## config.mk

```make
export PLATFORM = sky130hd
export DESIGN_NAME = flash_cmd_gate
export DESIGN_NICKNAME = d
export VERILOG_FILES = /design/src/rtl/flash_gate_pkg.sv /design/src/rtl/flash_op_class.sv /design/src/rtl/flash_bit_ctr.sv /design/src/rtl/flash_busy_timer.sv /design/src/rtl/flash_cmd_gate.sv
export SDC_FILE = /design/constraint.sdc
export NUM_CORES = 1
export LEC_CHECK = 0
export ABC_AREA = 1
export ABC_CLOCK_PERIOD_IN_PS = 2600
export BUFFER_PORTS_ARGS = -buffer_cell sky130_fd_sc_hd__buf_4
export CAP_MARGIN = 20
export CORE_ASPECT_RATIO = 2
export CORE_UTILIZATION = 58
export CTS_BUF_LIST = sky130_fd_sc_hd__clkbuf_2 sky130_fd_sc_hd__clkbuf_4 sky130_fd_sc_hd__clkbuf_8
export DETAILED_ROUTE_END_ITERATION = 7
export PLACE_DENSITY = 0.81
export SYNTH_ARGS = -nofsm -noshare
export SYNTH_HDL_FRONTEND = slang
export SYNTH_HIERARCHICAL = 1
export SYNTH_SLANG_ARGS = --single-unit
```

## constraint.sdc

```tcl
create_clock -name clk -period 2.6 [get_ports clk]
set_clock_uncertainty 0.2 [all_clocks]
set_input_delay 0.39 -clock clk [delete_from_list [all_inputs] [get_ports clk]]
set_output_delay 0.39 -clock clk [all_outputs]
set_load 0.02 [all_outputs]
```

## src/rtl/flash_gate_pkg.sv

```systemverilog
package flash_gate_pkg;
  typedef enum logic [2:0] {
    CL_READ,
    CL_WREN,
    CL_WRDI,
    CL_RDSR,
    CL_DP,
    CL_RES,
    CL_MODIFY
  } op_cls_e;

  localparam logic [7:0] OPC_WREN = 8'h06;
  localparam logic [7:0] OPC_WRDI = 8'h04;
  localparam logic [7:0] OPC_RDSR = 8'h05;
  localparam logic [7:0] OPC_DP   = 8'hB9;
  localparam logic [7:0] OPC_RES  = 8'hAB;
  localparam logic [7:0] OPC_WRSR = 8'h01;
  localparam logic [7:0] OPC_POTP = 8'h42;
  localparam logic [7:0] OPC_PP   = 8'h02;
  localparam logic [7:0] OPC_DPP  = 8'hA2;
  localparam logic [7:0] OPC_QPP  = 8'h32;
  localparam logic [7:0] OPC_SE   = 8'h20;
  localparam logic [7:0] OPC_BE   = 8'hD8;
  localparam logic [7:0] OPC_CE   = 8'hC7;

  localparam int STAT_WIP = 0;
  localparam int STAT_WEL = 1;
endpackage

```

## src/rtl/flash_op_class.sv

```systemverilog
module flash_op_class
  import flash_gate_pkg::*;
(
  input  logic [7:0] code_i,
  output op_cls_e    cls_o
);
  always_comb begin
    case (code_i)
      OPC_WREN: cls_o = CL_WREN;
      OPC_WRDI: cls_o = CL_WRDI;
      OPC_RDSR: cls_o = CL_RDSR;
      OPC_DP:   cls_o = CL_DP;
      OPC_RES:  cls_o = CL_RES;
      OPC_WRSR, OPC_POTP, OPC_PP, OPC_DPP,
      OPC_QPP, OPC_SE, OPC_BE, OPC_CE: cls_o = CL_MODIFY;
      default:  cls_o = CL_READ;
    endcase
  end
endmodule

```

## src/rtl/flash_bit_ctr.sv

```systemverilog
module flash_bit_ctr #(
  parameter int BYTE_BITS = 8
) (
  input  logic clk,
  input  logic rst,
  input  logic cs_n,
  input  logic sclk_stb,
  output logic aligned_o
);
  localparam int CW = (BYTE_BITS > 1) ? $clog2(BYTE_BITS) : 1;
  localparam logic [CW-1:0] LAST = CW'(BYTE_BITS - 1);

  logic [CW-1:0] phase_q;

  always_ff @(posedge clk) begin
    if (rst || cs_n) begin
      phase_q <= '0;
    end else if (sclk_stb) begin
      phase_q <= (phase_q == LAST) ? '0 : phase_q + 1'b1;
    end
  end

  assign aligned_o = (phase_q == '0);
endmodule

```

## src/rtl/flash_busy_timer.sv

```systemverilog
module flash_busy_timer #(
  parameter int CYC_W = 16
) (
  input  logic             clk,
  input  logic             rst,
  input  logic             load_i,
  input  logic             abort_i,
  input  logic [CYC_W-1:0] len_i,
  output logic             fire_o
);
  logic [CYC_W-1:0] left_q;

  always_ff @(posedge clk) begin
    if (rst || abort_i) begin
      left_q <= '0;
    end else if (load_i) begin
      left_q <= (len_i == '0) ? CYC_W'(1) : len_i;
    end else if (left_q != '0) begin
      left_q <= left_q - 1'b1;
    end
  end

  assign fire_o = (left_q == CYC_W'(1));
endmodule

```

## src/rtl/flash_cmd_gate.sv

```systemverilog
module flash_cmd_gate
  import flash_gate_pkg::*;
#(
  parameter int CYC_W     = 16,
  parameter int BYTE_BITS = 8
) (
  input  logic             clk,
  input  logic             rst,
  input  logic             cs_n,
  input  logic             sclk_stb,
  input  logic             op_stb,
  input  logic [7:0]       op_code,
  input  logic             cyc_done,
  input  logic [CYC_W-1:0] cyc_len,
  output logic [7:0]       stat_o,
  output logic             exec_stb,
  output logic [7:0]       exec_code,
  output logic             pwr_active,
  output logic             pwr_dp
);
  op_cls_e    cls_now, cls_q;
  logic [7:0] code_q;
  logic       have_q, cs_q;
  logic       wel_q, wip_q, dp_q;
  logic       wel_d, wip_d, dp_d;
  logic       ex_d;
  logic [7:0] exc_d;
  logic       aligned, fire, load;
  logic       frame_end, cyc_end;

  flash_op_class u_cls (
    .code_i (op_code),
    .cls_o  (cls_now)
  );

  flash_bit_ctr #(.BYTE_BITS(BYTE_BITS)) u_bits (
    .clk       (clk),
    .rst       (rst),
    .cs_n      (cs_n),
    .sclk_stb  (sclk_stb),
    .aligned_o (aligned)
  );

  flash_busy_timer #(.CYC_W(CYC_W)) u_tmr (
    .clk     (clk),
    .rst     (rst),
    .load_i  (load),
    .abort_i (cyc_done),
    .len_i   (cyc_len),
    .fire_o  (fire)
  );

  assign frame_end = cs_n & ~cs_q;
  assign cyc_end   = wip_q & (fire | cyc_done);

  always_comb begin
    wel_d = wel_q;
    wip_d = wip_q;
    dp_d  = dp_q;
    ex_d  = 1'b0;
    exc_d = exec_code;
    load  = 1'b0;
    if (cyc_end) begin
      wip_d = 1'b0;
      wel_d = 1'b0;
    end
    if (op_stb && !cs_n && !have_q && !dp_q) begin
      if (cls_now == CL_RDSR || (cls_now == CL_READ && !wip_q)) begin
        ex_d  = 1'b1;
        exc_d = op_code;
      end
    end
    if (frame_end && have_q) begin
      if (dp_q) begin
        if (cls_q == CL_RES) begin
          dp_d  = 1'b0;
          ex_d  = 1'b1;
          exc_d = code_q;
        end
      end else if (!wip_q) begin
        case (cls_q)
          CL_WREN: begin wel_d = 1'b1; ex_d = 1'b1; exc_d = code_q; end
          CL_WRDI: begin wel_d = 1'b0; ex_d = 1'b1; exc_d = code_q; end
          CL_DP:   begin dp_d  = 1'b1; ex_d = 1'b1; exc_d = code_q; end
          CL_RES:  begin ex_d  = 1'b1; exc_d = code_q; end
          CL_MODIFY: begin
            if (wel_q && aligned) begin
              wip_d = 1'b1;
              load  = 1'b1;
              ex_d  = 1'b1;
              exc_d = code_q;
            end
          end
          default: ;
        endcase
      end
    end
  end

  always_ff @(posedge clk) begin
    if (rst) begin
      cs_q       <= 1'b1;
      have_q     <= 1'b0;
      cls_q      <= CL_READ;
      code_q     <= '0;
      wel_q      <= 1'b0;
      wip_q      <= 1'b0;
      dp_q       <= 1'b0;
      exec_stb   <= 1'b0;
      exec_code  <= '0;
      pwr_active <= 1'b0;
    end else begin
      cs_q <= cs_n;
      if (cs_n) begin
        have_q <= 1'b0;
      end else if (op_stb && !have_q) begin
        have_q <= 1'b1;
        cls_q  <= cls_now;
        code_q <= op_code;
      end
      wel_q      <= wel_d;
      wip_q      <= wip_d;
      dp_q       <= dp_d;
      exec_stb   <= ex_d;
      exec_code  <= exc_d;
      pwr_active <= !dp_d && (!cs_n || wip_d);
    end
  end

  always_comb begin
    stat_o           = '0;
    stat_o[STAT_WIP] = wip_q;
    stat_o[STAT_WEL] = wel_q;
  end
  assign pwr_dp = dp_q;
endmodule

```

==> qor.yml, run 1 <==
setup_path:
  path_max_fanout: 9
  crit_type: "in -> reg"
  end_kind: "register"
  cp_num_buf_inv: 2
  critPathTopFamily: "simple AND/OR/NAND/NOR gates"
  crit_chain: "buf_4 -> inv_1 -> nand2_1 -> nor3_1 -> nand2_1 -> nand2_1 -> nor2_1 -> nor2_1 -> nor2_8 -> nand2_4 -> nand2_1 -> nand2_1 -> nand3_1 -> a21oi_1"
  required_ns: 2.64
  start_kind: "input port"
  max_stage_delay_ns: 0.39
  worstPathArrival_ns: 2.13
  path_common_cell: "nand2_1"
  critPathSlowestCell: "nor3_1"
cts:
  cts_resized: 0
  clkLatencyLatePin_ns: 0.31
  clockBufferDepth: 2
  post_cts_buffers: 0
  clk_pin_slew_ns: 0.08
  clock-sinks: 45
  cts-hold-fix-buffers: 0
  cts_buffers: 5
  cts_tree: "built"
  clock-root-buffer: "clkbuf_8"
  htree_levels: 2
placed_design:
  place_congestion: 0.9078
  port_buffers: 42
  dp_cells: 557
  place_ws_ns: 0.2323
  dpl.hpwl_microns: 5835
sta:
  period_minus_slack_ns: 2.096
  timing.hold.ws_ns: 0.1148
  setup_viol: 0
  max_freq_mhz: 477.0
  slew_viol_final: 0
  tns_ns: 0
  post-route-period-util_pct: 80.63
  rsz0062_at_grt: "false"
  worst_slack_ns: 0.5036
  hold_violations: 0
synthesis:
  synth-main-ff-cell: "dfxtp_1"
  synthTopCellsByArea: "dfxtp_1 31%, nand2_1 17%, nor2_1 12%"
  synth.avg_cell_area_sq_um: 6.245
  synth_edf_count: 0
  yosysWarnings: 6
  synth.distinct_cells: 33
  syn_inst: 466
  yosysTopAreaCell: "dfxtp_1"
  syn_area_sq_um: 2910
  netlist.area_leader.share_pct: 30.95
  ys_ff_latch: 45
  synth_commonest_cells: "132 x nand2_1, 90 x nor2_1, 45 x dfxtp_1"
  async_reset_ff_share_pct: 0
  ys_seq_area_share_pct: 30.95
  synth_most_common_cell: "nand2_1"
global_routing:
  grt_overflow: 0
  grt_max_degree: 23
  grtUsageTotal_pct: 30.83
  antenna_found_initial: 0
  grt_pass1_wl_microns: 11940
  grt_pass1_vias: 2797
pwr:
  ir_drop_v: 0.0005198
  powerDensity_nw_per_um2: 715.5
  clkPwrFrac_pct: 20.6
  p_leak_uw: 0.001656
  combinationalPowerShare_pct: 45.0
  p_sw_share_pct: 41.84
  p_seq_share_pct: 34.4
  netSwitchingPower_uw: 997.0
  internal_power_uw: 1386
  total_power_uw: 2383
floorplanning:
  initial_core_util_pct: 59.83
  row_count: 36
  die_w_microns: 52.09
  fp.dieArea_sq_um: 5322
  core_sq_um: 4865
  top_level_ports: 49
  die_h_microns: 102.2
finish:
  fin_nets: 542
  layout-drive-gt1-share_pct: 18.31
  nFillCells: 457
  areaGrowthSynthToFinish_pct: 14.45
  final_cells: 565
  num_antenna_cells: 0
drt:
  routed_via_density: 5.253
  wl_microns: 7359
  drc: 0
  drt_iter0_drc: 82
  vias: 2968
  postRouteAntennaNets: 0
  first_pass_iters: 4
  avgRoutedWirePerCell_microns: 13.02
min_path:
  hold_class: "in -> reg"
outcome:
  outcome: "finished, final reports clean"
flow_run:
  cap_viol_max_count: 0
==> registers in the layout, summed over array words and instances, names as in the netlist <==
name and cells:
wel_q 1, u_bits/phase_q 3, cs_q 1, have_q 1
code_q 8, pwr_active 1, pwr_dp 1, u_tmr/left_q 16
cls_q 3, wip_q 1, exec_code 8, exec_stb 1
==> logic make-up (layout without fill, tap and decap cells) <==
kind of cell	after synthesis	in the layout	synth area share, %
and+or+nand+nor	305	305	48.50
buffers and inverters	65	102	10.06
other	1	6	0.1289
adders and majority gates	5	5	2.150
AOI/OAI and AO/OA	43	43	7.610
xor gates and xnor gates	2	2	0.6020
DFF	45	45	30.95
==> path summary, 6_finish.rpt <==
kind,from,slack (ns),to,cells after the start
worst min register to register,code_q[6],0.27,exec_code[6],2
worst min-delay path,op_stb,0.11,have_q,3
worst max-delay path,op_code[3],0.50,exec_code[1],14
worst max register to register,u_bits/phase_q[0],0.51,u_tmr/left_q[13],14
==> power groups by stage <==
| stage | combinational [uW] | clock (uW) | sequential [uW] |
|---|---|---|---|
| final | 1070 | 491 | 820 |
| after global routing | 1210 | 521 | 827 |
| after CTS | 1060 | 506 | 818 |
| after detailed placement | 1060 | 0 | 833 |
| after global placement | 1030 | 0 | 831 |
| after floorplan | 845 | 0 | 829 |
==> metrics by stage <==
| step | cell area (sq um) | util [%] |
|---|---|---|
| after floorplan | 2929 | - |
| after global placement | 3229 | 66.38 |
| after detailed placement | 3229 | 66.38 |
| after CTS | 3331 | 68.47 |
| after global routing | 3331 | 68.47 |
| final | 3331 | 68.47 |
==> worst register-to-register path: stages, from the launching register on <==
cell and delay [ns]:
dfxtp_1 0.34, inv_1 0.06, ha_1 0.13, inv_1 0.03
nor2_1 0.10, nand2_1 0.06, inv_1 0.05, nand3_1 0.09
nor2_1 0.18, inv_2 0.20, or2_2 0.34, nand2_2 0.06
inv_1 0.04, nand2_1 0.05, nor2_1 0.04
==> routing by layer <==
layer | share of wire, % | vias up | global-route usage, %
met1 | 34 | 1333 | 27.21
met3 | 3.8 | 30 | 5.655
met2 | 57 | 84 | 60.26
met4 | 5.0 | 0 | 18.30
met5 | 0 | - | 0
li1 | - | 1521 | -
==> cell type report <==
type	instances	area [sq um]	share of cell area [%]
Multi-Input combinational cell	361	1735	52.10
Sequential cell	45	900.9	27.05
Timing Repair Buffer	45	337.8	10.14
Inverter	49	183.9	5.522
Clock buffer	7	96.34	2.893
Tap cell	57	71.32	2.141
Clock inverter	1	5.005	0.1503
==> placed cells by master (no fill, tap or decap), drive strengths merged <==
master  netlist  final
or2           6      6
nand3        41     41
o211ai        1      1
nand4         1      1
nand2       142    142
nor4          1      1
or3           1      1
clkbuf        4      7
buf          12     45
o21ai        20     20
nor2        102    102
xnor2         1      1
a21oi        22     22
dfxtp        45     45
nand3b        6      6
nor3          5      5
inv          48     48
ha            5      5
conb          1      6
clkinv        1      2
xor2          1      1
No activity file was read; power rests on OpenSTA's default activity.
==> run 2: changes to the inputs <==
--- a/config.mk
+++ b/config.mk
@@ -5,15 +5,15 @@
 export SDC_FILE = /design/constraint.sdc
 export NUM_CORES = 1
 export LEC_CHECK = 0
-export ABC_AREA = 1
-export ABC_CLOCK_PERIOD_IN_PS = 2600
+export ABC_AREA = 0
+export ABC_CLOCK_PERIOD_IN_PS = 1800
 export BUFFER_PORTS_ARGS = -buffer_cell sky130_fd_sc_hd__buf_4
 export CAP_MARGIN = 20
 export CORE_ASPECT_RATIO = 2
-export CORE_UTILIZATION = 58
+export CORE_UTILIZATION = 52
 export CTS_BUF_LIST = sky130_fd_sc_hd__clkbuf_2 sky130_fd_sc_hd__clkbuf_4 sky130_fd_sc_hd__clkbuf_8
 export DETAILED_ROUTE_END_ITERATION = 7
-export PLACE_DENSITY = 0.81
+export PLACE_DENSITY = 0.78
 export SYNTH_ARGS = -nofsm -noshare
 export SYNTH_HDL_FRONTEND = slang
 export SYNTH_HIERARCHICAL = 1
==> constraint.sdc (replaced) <==
create_clock -name clk -period 1.8 [get_ports clk]
set_clock_uncertainty 0.2 [all_clocks]
set_input_delay 0.27 -clock clk [delete_from_list [all_inputs] [get_ports clk]]
set_output_delay 0.27 -clock clk [all_outputs]
set_load 0.02 [all_outputs]
==> qor.yml, run 2 <==
synthesis:
  ys_seq_area_share_pct: 35.54  # +4.6 points
  synth.distinct_cells: 57  # +73%
  ys_ff_latch: 45  # unchanged
  synth_most_common_cell: "dfxtp_1"
  syn_area_sq_um: 2535  # -13%
  synth_commonest_cells: "45 x dfxtp_1, 25 x nor2_1, 21 x mux2i_1"
  synth-main-ff-cell: "dfxtp_1"
  synth_edf_count: 0  # unchanged
  yosysWarnings: 6  # unchanged
  async_reset_ff_share_pct: 0  # unchanged
  yosysTopAreaCell: "dfxtp_1"
  synth.avg_cell_area_sq_um: 9.218  # +48%
  synthTopCellsByArea: "dfxtp_1 36%, mux2i_1 8.3%, xor2_1 3.8%"
  netlist.area_leader.share_pct: 35.54  # +4.6 points
  syn_inst: 275  # -41%
finish:
  layout_common_cells: "105 x buf_4, 38 x dfxtp_1, 23 x nor2_1"
  multi_input_area_sq_um: 1735  # unchanged
  num_antenna_cells: 0  # unchanged
  layout-drive-gt1-share_pct: 46.95  # +29 points
  nFillCells: 273  # -40%
  fin_nets: 428  # -21%
  reg.largest.list: "u_tmr/left_q: 16 flops, code_q: 8 flops, exec_code: 8 flops"
  fin_util_pct: 83.29  # +15 points
  top_register: "u_tmr/left_q"
  final_common_cell: "buf_4"
  largest_register_ffs: 16  # unchanged
  areaGrowthSynthToFinish_pct: 52.52
  regArea_sq_um: 909.6  # +0.97%
cts:
  htree_levels: 2  # unchanged
  cts_buffers: 5  # unchanged
  cts_tree: "built"
  clockBufferDepth: 2  # unchanged
  clock-sinks: 45  # unchanged
  clkLatencyLatePin_ns: 0.30  # about the same
  clk_pin_slew_ns: 0.09  # about the same
  clock-root-buffer: "clkbuf_8"
setup_path:
  path_max_fanout: 5  # -4
  r2r_start: "u_bits/phase_q[1]"
  end_kind: "register"
  required_ns: 1.79  # -0.85 ns
  ff2ff_setup_slack_ns: -0.16  # -0.67 ns
  ff2ff_path_depth: 10  # -4
  worstPathArrival_ns: 2.23  # +0.10 ns
  crit_type: "in -> reg"
  r2r_end: "u_tmr/left_q[10]"
  start_kind: "input port"
pwr:
  ir_drop_v: 0.0007095  # +37%
  clkPwrFrac_pct: 19.7  # -0.9 points
  p_seq_share_pct: 30.0  # -4.4 points
  p_sw_share_pct: 37.59  # -4.2 points
  p_leak_uw: 0.001698  # +2.6%
  powerDensity_nw_per_um2: 1066  # +49%
  netSwitchingPower_uw: 1550  # +55%
  internal_power_uw: 2573  # +86%
  combinationalPowerShare_pct: 50.3  # +5.3 points
floorplanning:
  fp.dieArea_sq_um: 5175  # -2.8%
  die_w_microns: 51.37  # -1.4%
  top_level_ports: 49  # unchanged
  initial_core_util_pct: 54.61  # -5.2 points
  row_count: 35  # -2.8%
  core_sq_um: 4642  # -4.6%
  die_h_microns: 100.7  # -1.4%
global_routing:
  grt_pass1_vias: 2694  # -3.7%
  antenna_found_initial: 0  # unchanged
  grtUsageTotal_pct: 32.10  # +1.3 points
  grt_overflow: 0  # unchanged
  grt_pass1_wl_microns: 12140  # +1.7%
  grt_max_degree: 22  # -4.3%
sta:
  setup_viol: 28  # +28
  hold_violations: 0  # unchanged
  rsz0062_at_grt: "true"
  worst_slack_ns: -0.4383  # -0.9419 ns
  post-route-period-util_pct: 124.4
  max_freq_mhz: 446.8
  slew_viol_final: 0  # unchanged
  period_minus_slack_ns: 2.238
min_path:
  hold_class: "in -> reg"
  worstHoldEndpoint: "u_tmr/left_q[4]"
  min_from: "cyc_len[4]"
  whs_path_depth: 3  # unchanged
outcome:
  outcome: "complete, but fails checks"
  violations: "setup timing"
placed_design:
  dpl.hpwl_microns: 5549  # -4.9%
  port_buffers: 42  # unchanged
  place_ws_ns: -0.7351  # -0.9674 ns
  place_congestion: 0.8440  # -7.0%
drt:
  drc: 0  # unchanged
  wl_microns: 8938  # +21%
  drt_iter0_drc: 112  # +37%
  routed_via_density: 6.049  # +15%
  postRouteAntennaNets: 0  # unchanged
  vias: 2716  # -8.5%
  first_pass_iters: 4  # unchanged
  avgRoutedWirePerCell_microns: 19.91  # +53%
flow_run:
  cap_viol_max_count: 0  # unchanged
-- run 2: critical path: stages --
cell	delay (ns)
buf_4	0.11
nand2_1	0.07
or4_1	0.52
o22ai_1	0.18
o2bb2ai_1	0.19
nor3_1	0.10
o211ai_1	0.27
buf_4	0.21
mux2i_1	0.22
a21oi_1	0.08
-- run 2: cells by family after synthesis --
family / after synthesis / synth area share, %
DFF: 45 / 35.54
buffers and inverters: 27 / 6.120
xor gates and xnor gates: 16 / 5.528
other: 1 / 0.1479
AOI/OAI and AO/OA: 53 / 14.76
adders and majority gates: 5 / 2.468
and+or+nand+nor: 106 / 26.70
muxes: 22 / 8.736
-- run 2: final cells by class --
cell class / instances / share of cell area (%)
timing repair buffer: 125 / 25.95
inverter: 7 / 0.7443
clock inverter: 2 / 0.9709
tap: 55 / 1.780
clock buffer: 6 / 2.136
multi-input combinational: 209 / 44.89
sequential: 45 / 23.53
-- run 2: power groups by stage --
| stage | Combinational (uW) | Sequential [uW] | Clock [uW] |
|---|---|---|---|
| after floorplan | 987 | 1250 | 0 |
| after global placement | 1600 | 1230 | 0 |
| after detailed placement | 1630 | 1240 | 0 |
| after CTS | 1770 | 1220 | 822 |
| after global routing | 2170 | 1240 | 870 |
| final | 2070 | 1240 | 814 |
-- run 2: worst max-delay path by stage --
stage,slack (ns),depth (start not counted),start,to
floorplan,-0.39,9,op_code[2],exec_code[0]
global placement,-0.59,10,op_code[2],exec_code[3]
detailed placement,-0.74,10,op_code[0],exec_code[1]
CTS,-0.38,10,op_code[5],exec_code[6]
global route,-0.52,10,op_code[2],exec_code[1]
finish,-0.44,10,op_code[7],exec_code[1]
-- run 2: metrics by stage --
| step | power, uW | setup TNS, ns | instance area, sq um | hold slack, ns | std cells |
|---|---|---|---|---|---|
| finish | 4123 | -5.140 | 3866 | 0.01764 | 449 |
| detailed placement | 2867 | -7.880 | 3318 | 0.2836 | 421 |
| global route | 4288 | -7.373 | 3866 | 0.004053 | 449 |
| global placement | 2824 | -6.284 | 3318 | 0.2758 | 421 |
| CTS | 3820 | -3.069 | 3652 | 0.001859 | 441 |
| floorplan | 2240 | -4.097 | 2587 | 0.1273 | 280 |
-- run 2: repair_timing --
| item | 4_1_cts | 5_1_grt |
|---|---|---|
| endpoints found under the hold margin | 8 | 3 |
| hold buffers | 8 | 3 |
| gates cloned | 1 | 0 |
| pin swaps | 15 | 24 |
| setup endpoints to repair | 26 | 30 |
| gates resized for setup | 29 | 38 |
| buffers inserted | 3 | 6 |
-- run 2: per-layer routing --
metal,vias to the layer above,wire length [microns],track usage (%)
met3,52,424,4.676
met1,1296,2817,25.14
met4,0,627,25.16
met5,-,0,0
met2,135,5069,63.94
li1,1233,-,-
